`config.mk`:
```
export PLATFORM = sky130hd
export DESIGN_NAME = modrst_seq
export DESIGN_NICKNAME = d
export VERILOG_FILES = /design/src/rtl/modrst_pkg.sv /design/src/rtl/modrst_sync.sv /design/src/rtl/modrst_lowqual.sv /design/src/rtl/modrst_timer.sv /design/src/rtl/modrst_seq.sv
export SDC_FILE = /design/constraint.sdc
export NUM_CORES = 1
export LEC_CHECK = 0
export ABC_AREA = 0
export BUFFER_PORTS_ARGS = -buffer_cell sky130_fd_sc_hd__buf_2
export CORE_UTILIZATION = 45
export DETAILED_ROUTE_END_ITERATION = 10
export PLACE_DENSITY = 0.66
export SYNTH_ARGS = -nofsm -noshare
export SYNTH_HDL_FRONTEND = slang
export SYNTH_SLANG_ARGS = --single-unit
export TNS_END_PERCENT = 30
```
`constraint.sdc`:
```
create_clock -name clk -period 1.3 [get_ports clk]
set_input_delay 0.195 -clock clk [delete_from_list [all_inputs] [get_ports clk]]
set_output_delay 0.195 -clock clk [all_outputs]
set_load 0.02 [all_outputs]
```
`src/rtl/modrst_pkg.sv`:
```
package modrst_pkg;
  typedef enum logic [1:0] {
    SQ_INIT = 2'd0,  // timer running, status invalid
    SQ_HOLD = 2'd1,  // pin seen low, waiting for release
    SQ_DONE = 2'd2   // initialization complete
  } seq_state_t;
endpackage

```
`src/rtl/modrst_sync.sv`:
```
module modrst_sync #(
  parameter int  STAGES  = 2,
  parameter logic RST_VAL = 1'b1
) (
  input  logic clk,
  input  logic rst,
  input  logic d,
  output logic q
);
  logic [STAGES-1:0] sr;

  always_ff @(posedge clk) begin
    if (rst) sr <= {STAGES{RST_VAL}};
    else     sr <= {sr[STAGES-2:0], d};
  end

  assign q = sr[STAGES-1];
endmodule

```
`src/rtl/modrst_lowqual.sv`:
```
module modrst_lowqual #(
  parameter int MIN_LOW_CYC = 8
) (
  input  logic clk,
  input  logic rst,
  input  logic pin_s,
  output logic qual
);
  localparam int CW = $clog2(MIN_LOW_CYC + 1);
  localparam logic [CW-1:0] CMAX = CW'(MIN_LOW_CYC);
  localparam logic [CW-1:0] CHIT = CW'(MIN_LOW_CYC - 1);

  logic [CW-1:0] low_cnt;

  // counts synchronized low cycles, saturates so qual fires once per low period
  always_ff @(posedge clk) begin
    if (rst || pin_s)        low_cnt <= '0;
    else if (low_cnt != CMAX) low_cnt <= low_cnt + 1'b1;
  end

  assign qual = !pin_s && (low_cnt == CHIT);
endmodule

```
`src/rtl/modrst_timer.sv`:
```
module modrst_timer #(
  parameter int INIT_CYC = 32
) (
  input  logic clk,
  input  logic rst,
  input  logic clr,
  input  logic en,
  output logic hit
);
  localparam int TW = $clog2(INIT_CYC + 1);
  localparam logic [TW-1:0] THIT = TW'(INIT_CYC - 1);

  logic [TW-1:0] cnt;

  always_ff @(posedge clk) begin
    if (rst || clr) cnt <= '0;
    else if (en)    cnt <= cnt + 1'b1;
  end

  assign hit = en && (cnt == THIT);
endmodule

```
`src/rtl/modrst_seq.sv`:
```
module modrst_seq #(
  parameter int MIN_LOW_CYC = 8,
  parameter int INIT_CYC    = 32,
  parameter int SYNC_STAGES = 2
) (
  input  logic clk,
  input  logic rst,
  input  logic mod_rst_n,
  input  logic host_ack,
  output logic irq_n,
  output logic not_ready,
  output logic soft_rst
);
  import modrst_pkg::*;

  seq_state_t state;
  logic pin_s, qual, t_hit, t_clr, t_en;

  modrst_sync #(.STAGES(SYNC_STAGES), .RST_VAL(1'b1)) u_sync (
    .clk(clk), .rst(rst), .d(mod_rst_n), .q(pin_s)
  );

  modrst_lowqual #(.MIN_LOW_CYC(MIN_LOW_CYC)) u_qual (
    .clk(clk), .rst(rst), .pin_s(pin_s), .qual(qual)
  );

  assign t_en  = (state == SQ_INIT) && pin_s;
  assign t_clr = !t_en;

  modrst_timer #(.INIT_CYC(INIT_CYC)) u_timer (
    .clk(clk), .rst(rst), .clr(t_clr), .en(t_en), .hit(t_hit)
  );

  always_ff @(posedge clk) begin
    if (rst) begin
      state     <= SQ_INIT;
      soft_rst  <= 1'b0;
      not_ready <= 1'b1;
      irq_n     <= 1'b1;
    end else begin
      soft_rst <= 1'b0;
      if (qual) begin
        state     <= SQ_HOLD;
        soft_rst  <= 1'b1;
        not_ready <= 1'b1;
        irq_n     <= 1'b1;
      end else begin
        case (state)
          SQ_INIT: begin
            if (!pin_s) state <= SQ_HOLD;
            else if (t_hit) begin
              state     <= SQ_DONE;
              not_ready <= 1'b0;
              irq_n     <= 1'b0;
            end
          end
          SQ_HOLD: if (pin_s) state <= SQ_INIT;
          SQ_DONE: if (host_ack) irq_n <= 1'b1;
          default: state <= SQ_INIT;
        endcase
      end
    end
  end
endmodule

```
* Yosys cells after proc, flatten, opt, wreduce, memory -nomap -nowiden
Index checks and enable logic that the tools add are counted.
Storage, ports and cells: flip-flop bits (word level) 17, latch bits 0, bits in writable memories 0, memory bits (read-only) 0, input bits 4, output and inout port bits 3, logic and storage cells 48, memories 0
Cells by class: $add $sub $neg 2, multipliers 0, divide/modulo/power cells 0, $lt $le $gt $ge 0, equal/unequal tests 13, shift-type cells 0, multiplexer cells 10, bitwise operators 1, reductions and logical operators 14
Operator list (number):
- AND reduction 3 bit | 3
- inequality test 4 bit, second input constant | 2
- adder 6 x 1 -> 6 bit, second input constant | 1
- == test 6 x 5 -> 1 bit, second input constant | 1
- two-way mux 2 bit | 3
- inequality test 2 bit, second input constant | 3
- one-hot mux 2 bit (3 select lines) | 1
- two-way mux 1 bit | 5
- adder 4 x 1 -> 4 bit, second input constant | 1
- == test 4 x 3 -> 1 bit, second input constant | 1
- inequality test 2 x 1 -> 1 bit, second input constant | 2
- AND reduction 4 bit | 1
- logical AND 1 bit | 3
- inequality test 3 x 2 -> 1 bit, second input constant | 1
- inequality test 3 bit, second input constant | 1
- == test 2 x 1 -> 1 bit, second input constant | 1
- == test 2 bit, second input constant | 1
- logical NOT 1 bit | 2
- logical NOT 2 bit | 1
- logical OR 1 bit | 2
- one-hot mux 1 bit (2 select lines) | 1
- nonzero test 2 bit | 1
- OR reduction 2 bit | 1
- inverter 1 bit | 1

* Longest topological paths before layout
Gate-level depths: netlist (run 1).
word-level depth 7, mapped depth 5, mapped depth without buffers 5

* Hierarchy
A second synthesis (run 1) with hierarchy kept.
Unflattened totals: cells, all modules 74, area, all modules 704.4 um^2
By module, submodules not included:
- modrst_timer | instances 1, cells each 27, area an instance 256.5 um^2, seq. area each 120.1 um^2
- modrst_lowqual | instances 1, cells each 21, area an instance 215.2 um^2, seq. area each 80.1 um^2
- modrst_seq | instances 1, cells each 22, area an instance 180.2 um^2, seq. area each 100.1 um^2
- modrst_sync | instances 1, cells each 4, area an instance 52.6 um^2, seq. area each 40.0 um^2

* Worst setup path after synthesis (run 1)
OpenSTA, ideal clock, no wires.
path kind register -> register, start register u_timer.cnt[0], end register irq_n, setup time 129 ps, arrival 945 ps, data required time 1171 ps, path slack 226 ps, stages on the path, launching flop included 5, path buffers 0, clock period less this slack 1074 ps, cell sequence dfxtp_1 -> ha_1 -> nand3_1 -> nor3_1 -> o21ai_0
On the way: word-level cells in the longest chain between the ends 4
Ends and longest elaborated chain:
- from (decl) | RTL line modrst_timer.sv:13 | logic [TW-1:0] cnt;
- from (signal assigned) | RTL line modrst_timer.sv:17 | else if (en) cnt <= cnt + 1'b1;
- == test 6 x 5 -> 1 bit | RTL line modrst_timer.sv:20 | assign hit = en && (cnt == THIT);
- logical AND 1 bit | RTL line modrst_timer.sv:20
- inequality test 2 bit (no source line)
- AND reduction 4 bit (no source line)
- to (signal assigned) | RTL line modrst_seq.sv:39 | irq_n <= 1'b1;
- to (signal assigned) | RTL line modrst_seq.sv:46 | irq_n <= 1'b1;
- to (signal assigned) | RTL line modrst_seq.sv:54 | irq_n <= 1'b0;
- to (decl) | RTL line modrst_seq.sv:10 | output logic irq_n,
No other way between the ends. A chain may end at the register's enable or synchronous reset.

* Final worst setup path (run 1)
start register state[1], end register u_timer.cnt[5]
On the way: word-level cells in the longest chain between the ends 4
Ends and longest elaborated chain:
- from (decl) | RTL line modrst_seq.sv:16 | seq_state_t state;
- from (signal assigned) | RTL line modrst_seq.sv:36 | state <= SQ_INIT;
- from (signal assigned) | RTL line modrst_seq.sv:43 | state <= SQ_HOLD;
- from (signal assigned) | RTL line modrst_seq.sv:50 | if (!pin_s) state <= SQ_HOLD;
- logical NOT 2 bit * | RTL line modrst_seq.sv:27 | assign t_en = (state == SQ_INIT) && pin_s;
- logical AND 1 bit * | RTL line modrst_seq.sv:27
- logical NOT 1 bit | RTL line modrst_seq.sv:28 | assign t_clr = !t_en;
- logical OR 1 bit | RTL line modrst_timer.sv:16 | if (rst || clr) cnt <= '0;
Every way passes the cells marked *; elsewhere a longest branch is shown, timed or not.

==> run metrics, run 1 <==
Starting DRT DRC Count=10; ANT cells=0; Max Cap Violations=0; Final GP Congestion=0.686; Startpoint Class=register; Cell variety after synth=25; cell count after synthesis=66; pwr/cell area=1150 mW/mm^2; adder-cell share of the synthesized area=5.70%; Hold Crit Class=in2reg; worst-path maximum fanout=5; nets=83; clock latency on the worst-skew pair=0.28 ns; first-pass GRT wire length=1.39 mm; pin count of the biggest net entering global routing=10; multiplexer share of the synthesized area=1.52%; Starting Density=49.3%; Final Max Slew Viols=0; Reg2Reg Depth=3; Arr. time, crit path=1.39 ns; Yosys reg bits=17; I/O Buffers=6; DP Area=703 sq um; Antenna Violating Nets Remaining=0; largest family of logic cells by synthesized area=simple AND/OR/NAND/NOR gates; clk sink count=17; Max Root-Sink Buffers=2; CP endpoint=u_timer.cnt[5]; final setup skew=0.000381 ns; Synth Area in XOR/XNOR=6.65%; Mapped Nets=73; clk root buf=clkbuf_4; Final Util=55.1%; Crit path required time=1.52 ns; CTS Buf Count=3; Tcrit/Tclk final=89.9%; setup_tns=0 ns; final hold violation count=0; post-CTS setup buffers=0; WS Path Type=reg2reg; vias in the first global route=361; Simple-Gate Fraction of Synth Area=24.1%; Worst-Margin Slew=0.219 ns; compound-gate portion of the synthesized area=7.98%; leak pwr=0.288 nW; share of cells above drive strength 1=20.0%; H-tree levels=1; r2r startpoint=state[1]; initial antenna violation count=0; Final min period=1.17 ns; num ports=7; global-route congestion overflow total=0; Pre-antenna DRT Iters=4; Horiz. Die Dim=40.2 um; via count=444; synth warn=0; predominant post-synthesis flop cell=dfxtp_1; VDD IR max=0.658 mV; ys async rst share=0%; RSZ-0062 raised after global routing=no; reg2reg end=u_timer.cnt[5]; reg2reg setup slack=0.13 ns; CP startpoint=state[1]; sequential area share after synthesis=51.7%; Via density=4.93; die height=40.2 um; Slew HR=85.2%; Core Area=0.00133 sq mm; DP Wirelength=692 um; number of synthesized flops with an enable pin=0; outcome=complete, no violations; post-route cell area=734 sq um; Setup-failing EPs final=0; DRT Wirelength=965 um; Clock Pin Slew Worst Setup and Hold Paths=0.09 ns; FMAX=0.856 GHz; die area=0.00162 sq mm; Tot GR Track Use=13.6%; WL/cell=10.7 um; # rows=13; P&R area growth vs syn=11.6%; DR DRC count=0; CP endpoint kind=register; CTS tree=built; Syn Area/Cell=9.97 sq um; Synth Cell Area=658 sq um
==> cells in the mapped netlist (2+ instances only) <==
master | count | area, sq um
or2_2 | 3 | 18.8
nand3_1 | 3 | 15.0
ha_1 | 3 | 37.5
inv_1 | 3 | 11.3
nor2_1 | 8 | 30.0
xnor2_1 | 2 | 17.5
dfxtp_1 | 17 | 340
a21oi_1 | 4 | 20.0
xor2_1 | 3 | 26.3
o21ai_0 | 3 | 15.0
nand3b_1 | 3 | 22.5
==> worst max-delay path: stages (launching register included) <==
cell and delay (ns):
dfxtp_1 0.34, nand4bb_1 0.25, or3_1 0.37, a21oi_1 0.14
==> flip-flops by register name, indices dropped and copies added, names as in the netlist <==
signal,count
u_timer.cnt,6
u_sync.sr,2
irq_n,1
u_qual.low_cnt,4
soft_rst,1
not_ready,1
state,2
==> stage by stage <==
step                setup slack [ns]  std cells  power (mW)  hold WS (ns)
floorplan                      0.226         66       0.576         0.299
global placement               0.107         86       0.587         0.381
detailed placement            0.0749         86       0.588         0.381
CTS                           0.0691         90       0.864        0.0787
global route                  0.0479         90       0.888        0.0872
finish                         0.131         90       0.848        0.0882
==> final cells by class <==
cell class / instances / area [sq um]
fill: 124 / 599
sequential: 17 / 340
multi-input combinational: 45 / 308
timing repair buffer: 6 / 30.0
clock buffer: 4 / 26.3
tap: 15 / 18.8
inverter: 3 / 11.3
==> metal layers <==
metal	GRT usage, %	share of wire [%]
met5	0	0
met4	10.0	0.62
met3	3.33	3.2
met2	18.5	42
met1	18.2	54
==> cells by family after synthesis <==
family,after synthesis
AOI/OAI and AO/OA,9
xor gates and xnor gates,5
adders and majority gates,3
buffers and inverters,4
DFF,17
muxes,1
and+or+nand+nor,27
==> what timing repair did <==
| action | CTS | global route |
|---|---|---|
| gates resized for setup | 0 | 1 |
| hold buffers | 0 | 0 |
| setup endpoints to repair | 0 | 3 |
==> cells in the final DEF (no fill, tap or decap) <==
cell type,Yosys,routed
and2b_2,1,1
mux2i_1,1,1
buf_2,0,6
or4b_1,1,1
clkbuf_1,1,1
nor3_2,0,1
or2_2,3,3
nand2b_1,1,1
o21a_1,1,1
nand2_1,1,1
clkbuf_4,0,3
nand3b_1,3,3
o21ba_2,1,1
a21oi_1,4,4
or3_1,1,1
nor4b_1,1,1
nand3_1,3,3
nand4_1,1,1
dfxtp_1,17,17
and2_1,1,1
xor2_1,3,3
nor2_1,8,8
inv_1,3,3
o21ai_0,3,3
xnor2_1,2,2
ha_1,3,3
nand4bb_1,1,1
==> power breakdown <==
part | switching, mW | internal [mW] | total (mW)
Clock | 0.153 | 0.119 | 0.272
Combinational | 0.0149 | 0.0183 | 0.0331
Sequential | 0.0104 | 0.532 | 0.543
Total | 0.179 | 0.670 | 0.848
==> how the worst min path moves through the flow <==
stage,from,to,slack [ns],depth (start not counted)
after global routing,mod_rst_n,u_sync.sr[0],0.09,2
after CTS,mod_rst_n,u_sync.sr[0],0.08,2
after global placement,mod_rst_n,u_sync.sr[0],0.38,2
after detailed placement,mod_rst_n,u_sync.sr[0],0.38,2
after floorplan,mod_rst_n,u_sync.sr[0],0.30,1
final,mod_rst_n,u_sync.sr[0],0.09,2
No activity file was read; power rests on OpenSTA's default activity.
==> run 2: changes to the inputs <==
GPL_TIMING_DRIVEN = 0   (was default)
==> run 2 against run 1 <==
Effect of this change: first-iteration DRC count shrank 40%; via count grew 0.45%; setup slack got worse by 0.036 ns; critical path depth decreased by 1; critical path type unchanged; highest routed layer unchanged.
==> run metrics, run 2 (synthesized netlist as in run 1, its figures left out) <==
outcome=complete, no violations; Reg with most FFs=u_timer.cnt; FMAX=0.830 GHz (-3.0%); WS Path Type=reg2reg; initial antenna violation count=0 (unchanged); r2r startpoint=state[1]; setup ws final=0.0950 ns (-0.0362 ns); Pre-antenna DRT Iters=3 (-1); reg2reg setup slack=0.09 ns (-0.04 ns); Arr. time, crit path=1.42 ns (+0.03 ns); Final min period=1.21 ns (+0.0362 ns); P&R area growth vs syn=12.4%; Starting DRT DRC Count=6 (-4); WL/cell=10.3 um (-4.1%); switch share=22.6% (+1.5 points); Startpoint Class=register; # rows=13 (unchanged); worst hold path cell count=2 (unchanged); Tcrit/Tclk final=92.7% (+2.8 points); CP startpoint=state[1]; Layout fillers=133 (+7.3%); Via density=4.90 (-0.65%); pwr/cell area=1160 mW/mm^2 (+0.65%); die area=0.00162 sq mm (unchanged); pin count of the biggest net entering global routing=11 (+1); P_sw=194 uW (+8.8%); Final GP Congestion=0.628 (-8.5%); I/O Buffers=6 (unchanged); largest registers=u_timer.cnt: 6 flops, u_qual.low_cnt: 4 flops; Reg2Reg Depth=2 (-1); VDD IR max=0.632 mV (-3.9%); CTS Buf Count=3 (unchanged); RSZ-0062 raised after global routing=no; Worst-Margin Slew=0.249 ns (+0.0306 ns); Starting Density=49.3% (unchanged); leak pwr=0.292 nW (+1.4%); first-pass GRT wire length=1.37 mm (-1.4%); num ports=7 (unchanged); clock share of power=32.9% (+0.8 points); Slew HR=83.1% (-2.1 points); post-CTS setup buffers=0 (unchanged); global-route congestion overflow total=0 (unchanged); Crit path required time=1.52 ns (about the same); Largest register FFs=6 (unchanged); nets=84 (+1.2%); most common cell after layout, fill and taps aside=dfxtp_1; worst-path maximum fanout=5 (unchanged); clk sink count=17 (unchanged); post-route insts no fill=91 (+1.1%); Antenna Violating Nets Remaining=0 (unchanged); DP Wirelength=652 um (-5.7%); setup_tns=0 ns (unchanged); die height=40.2 um (unchanged); vias in the first global route=362 (+0.28%); CP endpoint=u_timer.cnt[5]; CP endpoint kind=register; Logic pwr share=4.0% (about the same); final hold violation count=0 (unchanged); post-place setup slack=0.100 ns (+0.0251 ns); via count=446 (+0.45%); ANT cells=0 (unchanged); cell-internal power=665 uW (-0.65%); Clock Pin Slew Worst Setup and Hold Paths=0.11 ns (+0.02 ns); Setup-failing EPs final=0 (unchanged); Multi-input gate area=308 sq um (unchanged); Final Max Slew Viols=0 (unchanged); DR DRC count=0 (unchanged); Sequential Power Share=63.1% (-0.9 points); H-tree levels=1 (unchanged); most frequent cells in the layout=dfxtp_1 (17), nor2_1 (8), buf_2 (6); CTS tree=built; clock latency on the worst-skew pair=0.29 ns (about the same); Tot GR Track Use=13.2% (-0.39 points); Horiz. Die Dim=40.2 um (unchanged); share of cells above drive strength 1=21.1% (+1.1 points); reg2reg end=u_timer.cnt[5]; Core Area=0.00133 sq mm (unchanged); Max Cap Violations=0 (unchanged); Hold Crit Class=in2reg; final setup skew=0.0106 ns (+0.0103 ns); DRT Wirelength=936 um (-3.0%); FF+latch area=340 sq um (unchanged); DP Cell Count=87 (+1.2%); clk root buf=clkbuf_4; Max Root-Sink Buffers=2 (unchanged)
## run 2: cell types whose count changed in the layout (fill, tap and decap cells not counted)
| cell | previous run | this run |
|---|---|---|
| clkinv_2 | 0 | 1 |
## run 2: timing repair
action | CTS | global route
setup endpoints to repair | 0 | 1
hold buffers | 0 | 0
resized for setup | 0 | 1
## run 2: worst min-delay path by stage
stage	startpoint	to	slack [ns]
4_1_cts	mod_rst_n	u_sync.sr[0]	0.08
3_3_place_gp	mod_rst_n	u_sync.sr[0]	0.38
6_report	mod_rst_n	u_sync.sr[0]	0.09
2_1_floorplan	mod_rst_n	u_sync.sr[0]	0.30
5_1_grt	mod_rst_n	u_sync.sr[0]	0.09
3_5_place_dp	mod_rst_n	u_sync.sr[0]	0.38
## run 2: final cells by class
type	count	share of cell area (%)
Timing Repair Buffer	6	4.06
Clock buffer	3	3.05
Inverter	3	1.52
Sequential cell	17	46.0
Clock inverter	1	0.677
Multi-Input combinational cell	45	41.6
Tap cell	15	2.54
Buffer	1	0.508
## run 2: metrics by stage
| step | hold WS, ns | utilization (%) | total power [mW] | area [sq um] |
|---|---|---|---|---|
| after floorplan | 0.299 | - | 0.576 | 658 |
| after global placement | 0.380 | 53.0 | 0.587 | 707 |
| after detailed placement | 0.380 | 53.0 | 0.587 | 707 |
| after CTS | 0.0813 | 55.1 | 0.859 | 734 |
| after global routing | 0.0860 | 55.4 | 0.881 | 739 |
| final | 0.0882 | 55.4 | 0.860 | 739 |
## run 2: worst max-delay path, stage by stage (launching register included)
cell,delay [ns]
dfxtp_1,0.37
or4b_1,0.62
a21oi_1,0.15
## run 2: per-layer routing
layer  share of wire (%)  GRT usage [%]  vias to the layer above  wire [um]
met2                  39           19.8                        6        365
li1                    -              -                      245          -
met3                 2.5           3.33                        2         23
met1                  57           16.0                      193        534
met4                 1.3           10.0                        0         12
met5                   0              0                        -          0
## run 2: power by group through the flow
stage,registers (mW),clock network [mW],logic [mW]
finish,0.542,0.283,0.0340
global placement,0.554,0,0.0329
detailed placement,0.554,0,0.0330
global route,0.544,0.298,0.0392
floorplan,0.552,0,0.0235
CTS,0.542,0.282,0.0346
